### config.mk
export PLATFORM = sky130hd
export DESIGN_NAME = cable_test_seq
export DESIGN_NICKNAME = d
export VERILOG_FILES = /design/src/rtl/cts_pkg.sv /design/src/rtl/cts_datapath.sv /design/src/rtl/cts_ctrl.sv /design/src/rtl/cable_test_seq.sv
export SDC_FILE = /design/constraint.sdc
export NUM_CORES = 1
export LEC_CHECK = 0
export ABC_CLOCK_PERIOD_IN_PS = 3400
export BUFFER_PORTS_ARGS = -buffer_cell sky130_fd_sc_hd__clkbuf_2
export CORE_MARGIN = 2
export CORE_UTILIZATION = 30
export DETAILED_ROUTE_END_ITERATION = 7
export PLACE_DENSITY = 0.45
export SETUP_SLACK_MARGIN = 0.05
export SLEW_MARGIN = 5
export SYNTH_ARGS = -nofsm -noshare
export SYNTH_HDL_FRONTEND = slang
export SYNTH_HIERARCHICAL = 1
export SYNTH_SLANG_ARGS = --single-unit
### constraint.sdc
create_clock -name clk -period 3.4 [get_ports clk]
set_clock_uncertainty 0.15 [all_clocks]
set_input_delay 0.51 -clock clk [delete_from_list [all_inputs] [get_ports clk]]
set_output_delay 0.51 -clock clk [all_outputs]
set_load 0.005 [all_outputs]
### src/rtl/cts_pkg.sv
package cts_pkg;

  localparam int REG_W  = 16;
  localparam int ADDR_W = 3;
  localparam int PEAK_W = 12;

  localparam logic [ADDR_W-1:0] A_CTRL   = 3'd0;
  localparam logic [ADDR_W-1:0] A_PHASE  = 3'd1;
  localparam logic [ADDR_W-1:0] A_TAPS   = 3'd2;
  localparam logic [ADDR_W-1:0] A_TXLEN  = 3'd3;
  localparam logic [ADDR_W-1:0] A_THRESH = 3'd4;
  localparam logic [ADDR_W-1:0] A_RESULT = 3'd5;

  localparam int GO_BIT    = 15;
  localparam int DONE_BIT  = 1;
  localparam int FAIL_BIT  = 0;
  localparam int LEVEL_BIT = 12;

  localparam logic [REG_W-1:0] TAPS_RST   = 16'h2404;
  localparam logic [REG_W-1:0] TXLEN_RST  = 16'd16000;
  localparam logic [REG_W-1:0] THRESH_RST = 16'h043E;
  localparam logic [REG_W-1:0] PHASE_MASK  = 16'h100F;
  localparam logic [REG_W-1:0] TAPS_MASK   = 16'h7F7F;
  localparam logic [REG_W-1:0] THRESH_MASK = 16'h7FFF;

  typedef struct packed {
    logic acceptGo;
    logic clrGo;
    logic ldPre;
    logic ldTx;
    logic ldPost;
    logic capture;
    logic setDone;
    logic setFail;
  } seqStrobe_t;

  function automatic int silenceMs(input logic [1:0] code);
    case (code)
      2'd0:    return 0;
      2'd1:    return 10;
      2'd2:    return 100;
      default: return 1000;
    endcase
  endfunction

endpackage

### src/rtl/cts_datapath.sv
module cts_datapath
  import cts_pkg::*;
#(
  parameter int TICKS_PER_MS = 1000
) (
  input  logic              clk,
  input  logic              rstN,
  input  logic              regWe,
  input  logic [ADDR_W-1:0] regAddr,
  input  logic [REG_W-1:0]  regWdata,
  output logic [REG_W-1:0]  regRdata,
  input  logic              usTick,
  input  logic [PEAK_W-1:0] peakWord,
  input  seqStrobe_t        strb,
  output logic              goPending,
  output logic              cntZero,
  output logic              levelCfg
);

  localparam int LONG_TICKS = 1000 * TICKS_PER_MS;
  localparam int LONG_W     = $clog2(LONG_TICKS + 1);
  localparam int CNT_W      = (LONG_W > REG_W) ? LONG_W : REG_W;

  logic              goBit, doneBit, failBit;
  logic [REG_W-1:0]  phaseReg, tapsReg, txLenReg, threshReg;
  logic [PEAK_W-1:0] resultReg;
  logic [CNT_W-1:0]  cnt;
  logic              startAcc;

  assign startAcc = regWe && (regAddr == A_CTRL) && regWdata[GO_BIT] && strb.acceptGo;

  // control flags
  always_ff @(posedge clk or negedge rstN) begin
    if (!rstN) begin
      goBit   <= 1'b0;
      doneBit <= 1'b0;
      failBit <= 1'b0;
    end else begin
      if (strb.clrGo)  goBit <= 1'b0;
      else if (startAcc) goBit <= 1'b1;
      if (startAcc) begin
        doneBit <= 1'b0;
        failBit <= 1'b0;
      end else begin
        if (strb.setDone) doneBit <= 1'b1;
        if (strb.setFail) failBit <= 1'b1;
      end
    end
  end

  // configuration words
  always_ff @(posedge clk or negedge rstN) begin
    if (!rstN) begin
      phaseReg  <= '0;
      tapsReg   <= TAPS_RST;
      txLenReg  <= TXLEN_RST;
      threshReg <= THRESH_RST;
    end else if (regWe) begin
      case (regAddr)
        A_PHASE:  phaseReg  <= regWdata & PHASE_MASK;
        A_TAPS:   tapsReg   <= regWdata & TAPS_MASK;
        A_TXLEN:  txLenReg  <= regWdata;
        A_THRESH: threshReg <= regWdata & THRESH_MASK;
        default: ;
      endcase
    end
  end

  // fault word capture
  always_ff @(posedge clk or negedge rstN) begin
    if (!rstN)              resultReg <= '0;
    else if (startAcc)      resultReg <= '0;
    else if (strb.capture)  resultReg <= peakWord;
  end

  // phase counter
  logic [CNT_W-1:0] preTicks, postTicks;
  assign preTicks  = CNT_W'(silenceMs(phaseReg[1:0]) * TICKS_PER_MS);
  assign postTicks = CNT_W'(silenceMs(phaseReg[3:2]) * TICKS_PER_MS);

  always_ff @(posedge clk or negedge rstN) begin
    if (!rstN)                   cnt <= '0;
    else if (strb.ldPre)         cnt <= preTicks;
    else if (strb.ldTx)          cnt <= CNT_W'(txLenReg);
    else if (strb.ldPost)        cnt <= postTicks;
    else if (usTick && cnt != '0) cnt <= cnt - 1'b1;
  end

  assign cntZero   = (cnt == '0);
  assign goPending = goBit;
  assign levelCfg  = phaseReg[LEVEL_BIT];

  always_comb begin
    regRdata = '0;
    case (regAddr)
      A_CTRL: begin
        regRdata[GO_BIT]   = goBit;
        regRdata[DONE_BIT] = doneBit;
        regRdata[FAIL_BIT] = failBit;
      end
      A_PHASE:  regRdata = phaseReg;
      A_TAPS:   regRdata = tapsReg;
      A_TXLEN:  regRdata = txLenReg;
      A_THRESH: regRdata = threshReg;
      A_RESULT: regRdata = REG_W'(resultReg);
      default:  regRdata = '0;
    endcase
  end

  // go self-clears after the sequencer takes it
  p_go_selfclear_r2: assert property (@(posedge clk) disable iff (!rstN)
    strb.clrGo |=> !goBit);

  // no tick and no load keeps the counter still
  p_count_stall_r4: assert property (@(posedge clk) disable iff (!rstN)
    (!usTick && !strb.ldPre && !strb.ldTx && !strb.ldPost) |=> $stable(cnt));

  // result only moves on capture or accepted start
  p_result_hold_r7: assert property (@(posedge clk) disable iff (!rstN)
    (!strb.capture && !startAcc) |=> $stable(resultReg));

  // tap word never carries masked bits
  p_taps_mask_r10: assert property (@(posedge clk) disable iff (!rstN)
    regWe && regAddr == A_TAPS |=> (tapsReg & ~TAPS_MASK) == '0);

endmodule

### src/rtl/cts_ctrl.sv
module cts_ctrl
  import cts_pkg::*;
(
  input  logic       clk,
  input  logic       rstN,
  input  logic       goPending,
  input  logic       cntZero,
  input  logic       linkActive,
  output seqStrobe_t strb,
  output logic       txEnable,
  output logic       forcedLink
);

  typedef enum logic [2:0] {
    S_IDLE, S_PRE, S_TX, S_POST, S_LINK
  } seqState_t;

  seqState_t st, stNext;

  always_ff @(posedge clk or negedge rstN) begin
    if (!rstN) st <= S_IDLE;
    else       st <= stNext;
  end

  always_comb begin
    stNext = st;
    strb   = '0;
    case (st)
      S_IDLE, S_LINK: begin
        strb.acceptGo = 1'b1;
        if (goPending) begin
          strb.clrGo = 1'b1;
          strb.ldPre = 1'b1;
          stNext     = S_PRE;
        end
      end
      S_PRE: begin
        if (linkActive) begin
          strb.setDone = 1'b1;
          strb.setFail = 1'b1;
          stNext       = S_IDLE;
        end else if (cntZero) begin
          strb.ldTx = 1'b1;
          stNext    = S_TX;
        end
      end
      S_TX: begin
        if (cntZero) begin
          strb.capture = 1'b1;
          strb.ldPost  = 1'b1;
          stNext       = S_POST;
        end
      end
      S_POST: begin
        if (cntZero) begin
          strb.setDone = 1'b1;
          stNext       = S_LINK;
        end
      end
      default: stNext = S_IDLE;
    endcase
  end

  assign txEnable   = (st == S_TX);
  assign forcedLink = (st == S_LINK);

  // link activity in pre-silence aborts to idle
  p_abort_r5: assert property (@(posedge clk) disable iff (!rstN)
    (st == S_PRE && linkActive) |=> st == S_IDLE);

  // transmit holds until its count is exhausted
  p_tx_hold_r3: assert property (@(posedge clk) disable iff (!rstN)
    (st == S_TX && !cntZero) |=> st == S_TX);

  // transmit is entered only from pre-silence
  p_tx_entry_r3: assert property (@(posedge clk) disable iff (!rstN)
    $rose(txEnable) |-> $past(st) == S_PRE);

  // forced-link is entered only from post-silence
  p_link_entry_r8: assert property (@(posedge clk) disable iff (!rstN)
    $rose(forcedLink) |-> $past(st) == S_POST);

endmodule

### src/rtl/cable_test_seq.sv
module cable_test_seq
  import cts_pkg::*;
#(
  parameter int TICKS_PER_MS = 1000
) (
  input  logic              clk,
  input  logic              rstN,
  input  logic              regWe,
  input  logic [ADDR_W-1:0] regAddr,
  input  logic [REG_W-1:0]  regWdata,
  output logic [REG_W-1:0]  regRdata,
  input  logic              usTick,
  input  logic              linkActive,
  input  logic [PEAK_W-1:0] peakWord,
  output logic              txEnable,
  output logic              txLevelHigh,
  output logic              forcedLink
);

  seqStrobe_t strb;
  logic goPending, cntZero, levelCfg;

  cts_datapath #(.TICKS_PER_MS(TICKS_PER_MS)) dp_i (
    .clk(clk), .rstN(rstN), .regWe(regWe), .regAddr(regAddr),
    .regWdata(regWdata), .regRdata(regRdata), .usTick(usTick),
    .peakWord(peakWord), .strb(strb), .goPending(goPending),
    .cntZero(cntZero), .levelCfg(levelCfg)
  );

  cts_ctrl ctrl_i (
    .clk(clk), .rstN(rstN), .goPending(goPending), .cntZero(cntZero),
    .linkActive(linkActive), .strb(strb), .txEnable(txEnable),
    .forcedLink(forcedLink)
  );

  assign txLevelHigh = txEnable & levelCfg;

  // level output never shows outside the transmit window
  p_level_gate_r9: assert property (@(posedge clk) disable iff (!rstN)
    !txEnable |-> !txLevelHigh);

endmodule

==> impl_metrics.tcl <==
set metrics [dict create \
    outcome "finished clean" \
    report.power.total_mw 3.10 \
    peakVddDrop_v 0.000261 \
    layout_setup_ws_ps 354 \
    synth_xor_xnor_area_share 0.00683 \
    cp_common_cell "nor2_1" \
    clkTransAtPathRegs_ps 70 \
    async_reset_ff_frac 1.00 \
    synth_compound_area_frac 0.144 \
    cts_buffer_depth 2 \
    synth_top_family_by_area "multiplexers" \
    slowest_stage "dfrtp_1" \
    ant_nets 0 \
    dpl-instance-area_sq_um 5780 \
    setup_viol 0 \
    io_buffers 54 \
    grt_max_degree 65 \
    drt_first_iter_violations 212 \
    cts_made_buffers 9 \
    period_share 0.896 \
    fp.dieW_um 135 \
    arrival_ps 3100 \
    clock_latency_ps 350 \
    min_period_ps 3050 \
    rsz0062_at_grt "no" \
    final_hold_viol_count 0 \
    critPathMaxFanout 13 \
    regToRegSetupSlack_ps 350 \
    max_slew_margin 0.592 \
    cts_setup_buffers 0 \
    synth_cell_types 63 \
    rr_endpoint "dp_i/cnt[17]" \
    cts_num_sinks 88 \
    syn_area_sq_um 5130 \
    synth-simple-area-share 0.168 \
    syn_area_per_cell_sq_um 9.92 \
    placementRows 47 \
    synth_nets 567 \
    grt_pass1_wl_mm 23.8 \
    critPathCapture "dp_i/cnt[17]" \
    syn_to_final_growth_pct 18.7 \
    antenna_cells 0 \
    drt-total-wl_mm 15.0 \
    drc_errors 0 \
    holdWs_ps 248 \
    power.density_nw_per_um2 508 \
    gp_congestion 0.891 \
    drive_gt1_frac 0.285 \
    dr.pass1.iters 4 \
    grt_pass1_vias 4185 \
    yosysWarnings 6 \
    die_area_sq_um 18200 \
    maxCapViolCount 0 \
    hp-class "primary input to flip-flop" \
    worstSetupPathType "flip-flop to flip-flop" \
    die_y_um 135 \
    hpwl_mm 11.1 \
    cp_cell_sequence "nor4_2 -> nand4_1 -> nor2_1 -> nor4b_2 -> buf_4 -> or3_1 -> nor2_1 -> a21o_1 -> nor3_1 -> a311oi_1" \
    crit_required_ps 3460 \
    fin_tns_setup_ps 0 \
    synth_edf_count 0 \
    muxShareOfSynthArea 0.175 \
    cpPeakStageDelay_ps 420 \
    ys_seq_area_frac 0.433 \
    cts_tree "done" \
    fin_area_sq_um 6090 \
    synth_flop_cell "dfrtp_1" \
    start_kind "flip-flop" \
    htreeDepth 3 \
    place_ws_ps 251 \
    nFillCells 1692 \
    synth_seq_cells 88 \
    overflow 0 \
    track_usage 0.171 \
    timing.rr.start "dp_i/cnt[16]" \
    post_drt_wl_per_cell_um 18.6 \
    critPathBufInv 1 \
    via_per_inst 5.18 \
    fmax_mhz 328 \
    pin_count 55 \
    coreArea_sq_um 16600 \
    synth_fa_ha_area_frac 0.0342 \
    r2r_cells 10 \
    clock-root-buffer "clkbuf_16" \
    cp-end-kind "flip-flop" \
    tightest_slew_ps 613 \
    antenna_found_initial 0 \
    vias 4172 \
    p_leak_nw 2.65 \
    startpoint "dp_i/cnt[16]" \
    synth_cells 517 \
    cpLargestDelayFamily "simple AND/OR/NAND/NOR gates" \
    finalMaxSlewViolations 0 \
    cp_num_cells 10 \
    initial_utilization 0.308 \
    num-nets-final 630 \
]
## worst min-delay path, stage by stage
cell and delay [ps]:
clkbuf_2 80, mux2i_1 50, nor2_1 70
## sequential cells by signal (all words and copies together), names as in the netlist
| name | cells |
|---|---|
| dp_i/doneBit | 1 |
| dp_i/goPending | 1 |
| dp_i/cnt | 20 |
| ctrl_i/st | 3 |
| dp_i/threshReg | 15 |
| dp_i/resultReg | 12 |
| dp_i/tapsReg | 14 |
| dp_i/failBit | 1 |
| dp_i/txLenReg | 16 |
| dp_i/phaseReg | 5 |
## Yosys cell counts, types with 3 or more instances
master	number	area, sq um
a311oi_1	3	26.3
nand2b_1	9	56.3
dfstp_2	15	394
or4_1	3	22.5
nand2_1	33	124
dfrtp_1	73	1830
a211oi_1	3	22.5
clkbuf_1	19	71.3
mux2_1	6	67.6
a31oi_1	6	37.5
or3_1	5	31.3
nor4_1	9	56.3
o211ai_1	5	37.5
nor3b_1	4	30.0
inv_1	13	48.8
nor2_1	61	229
o21ai_1	4	20.0
buf_2	6	30.0
xnor2_1	3	26.3
nand3_1	5	25.0
a22o_1	4	35.0
a21oi_1	29	145
o31ai_1	6	45.0
o22ai_1	5	31.3
and2_1	6	37.5
ha_1	14	175
mux2_2	40	450
o22a_1	6	52.6
nand4_1	5	31.3
o32ai_1	3	26.3
nor3_1	10	50.1
mux2i_1	38	380
nor2b_1	6	37.5
o21ai_0	20	100
## report_power, final
group          switching, mW  total [mW]  internal [mW]
logic                  0.332       0.643          0.311
clock network          0.443       0.965          0.521
registers              0.216        1.49           1.27
total                  0.992        3.10           2.10
## final cells by class
type	instances	area, sq um	share of cell area
flip-flops and latches	88	2220	0.365
well taps	220	275	0.0452
inverters	14	52.6	0.00863
clock buffers	11	243	0.0399
repair buffers	83	518	0.0851
multi-input cells	384	2740	0.450
clock inverters	5	41.3	0.00678
## worst min path at each step
stage | startpoint | to | slack (ps) | depth (start not counted)
finish | peakWord[11] | dp_i/resultReg[11] | 250 | 3
global route | peakWord[3] | dp_i/resultReg[3] | 260 | 3
CTS | peakWord[11] | dp_i/resultReg[11] | 240 | 3
detailed placement | rstN | ctrl_i/st[0] | 310 | 1
global placement | rstN | ctrl_i/st[0] | 320 | 1
floorplan | rstN | ctrl_i/st[0] | 60 | 0
## logic make-up after synthesis
family | after synthesis
and+or+nand+nor | 171
AOI/OAI and AO/OA | 111
DFF | 88
muxes | 84
buffers and inverters | 45
adders and majority gates | 14
xor gates and xnor gates | 4
## layout by cell type (no fill, tap or decap), drive strengths merged, types with 5 or more instances in the layout
| cell type | synthesis | routed |
|---|---|---|
| o211ai | 5 | 5 |
| nor4 | 10 | 10 |
| dfrtp | 73 | 73 |
| mux2 | 46 | 46 |
| nand2 | 33 | 33 |
| nor2 | 61 | 61 |
| or3 | 5 | 5 |
| o22ai | 5 | 5 |
| o31ai | 6 | 6 |
| dfstp | 15 | 15 |
| nand3 | 5 | 5 |
| nor3 | 10 | 10 |
| a31oi | 6 | 6 |
| o21ai | 25 | 25 |
| clkbuf | 19 | 64 |
| nor2b | 6 | 6 |
| inv | 13 | 14 |
| o22a | 6 | 6 |
| buf | 12 | 29 |
| mux2i | 38 | 38 |
| a21oi | 30 | 30 |
| ha | 14 | 14 |
| and2 | 6 | 6 |
| nand2b | 9 | 9 |
| nand4 | 5 | 5 |
## layer usage
| layer | up-vias | track usage | routed length (um) |
|---|---|---|---|
| met1 | 2060 | 0.238 | 7200 |
| met5 | - | 0 | 0 |
| met4 | 0 | 0.0567 | 213 |
| li1 | 2010 | - | - |
| met3 | 15 | 0.0274 | 616 |
| met2 | 87 | 0.270 | 6940 |
## metrics by stage
stage	cells	util
after floorplan	517	-
after global placement	788	0.347
after detailed placement	788	0.347
after CTS	805	0.365
after global routing	805	0.366
final	805	0.366
## timing repair
action	CTS	global route
gates resized for setup	0	2
hold endpoints to repair	23	0
hold buffers	1	0
setup endpoints to repair	0	2
Power figures use the tool's default switching activity.
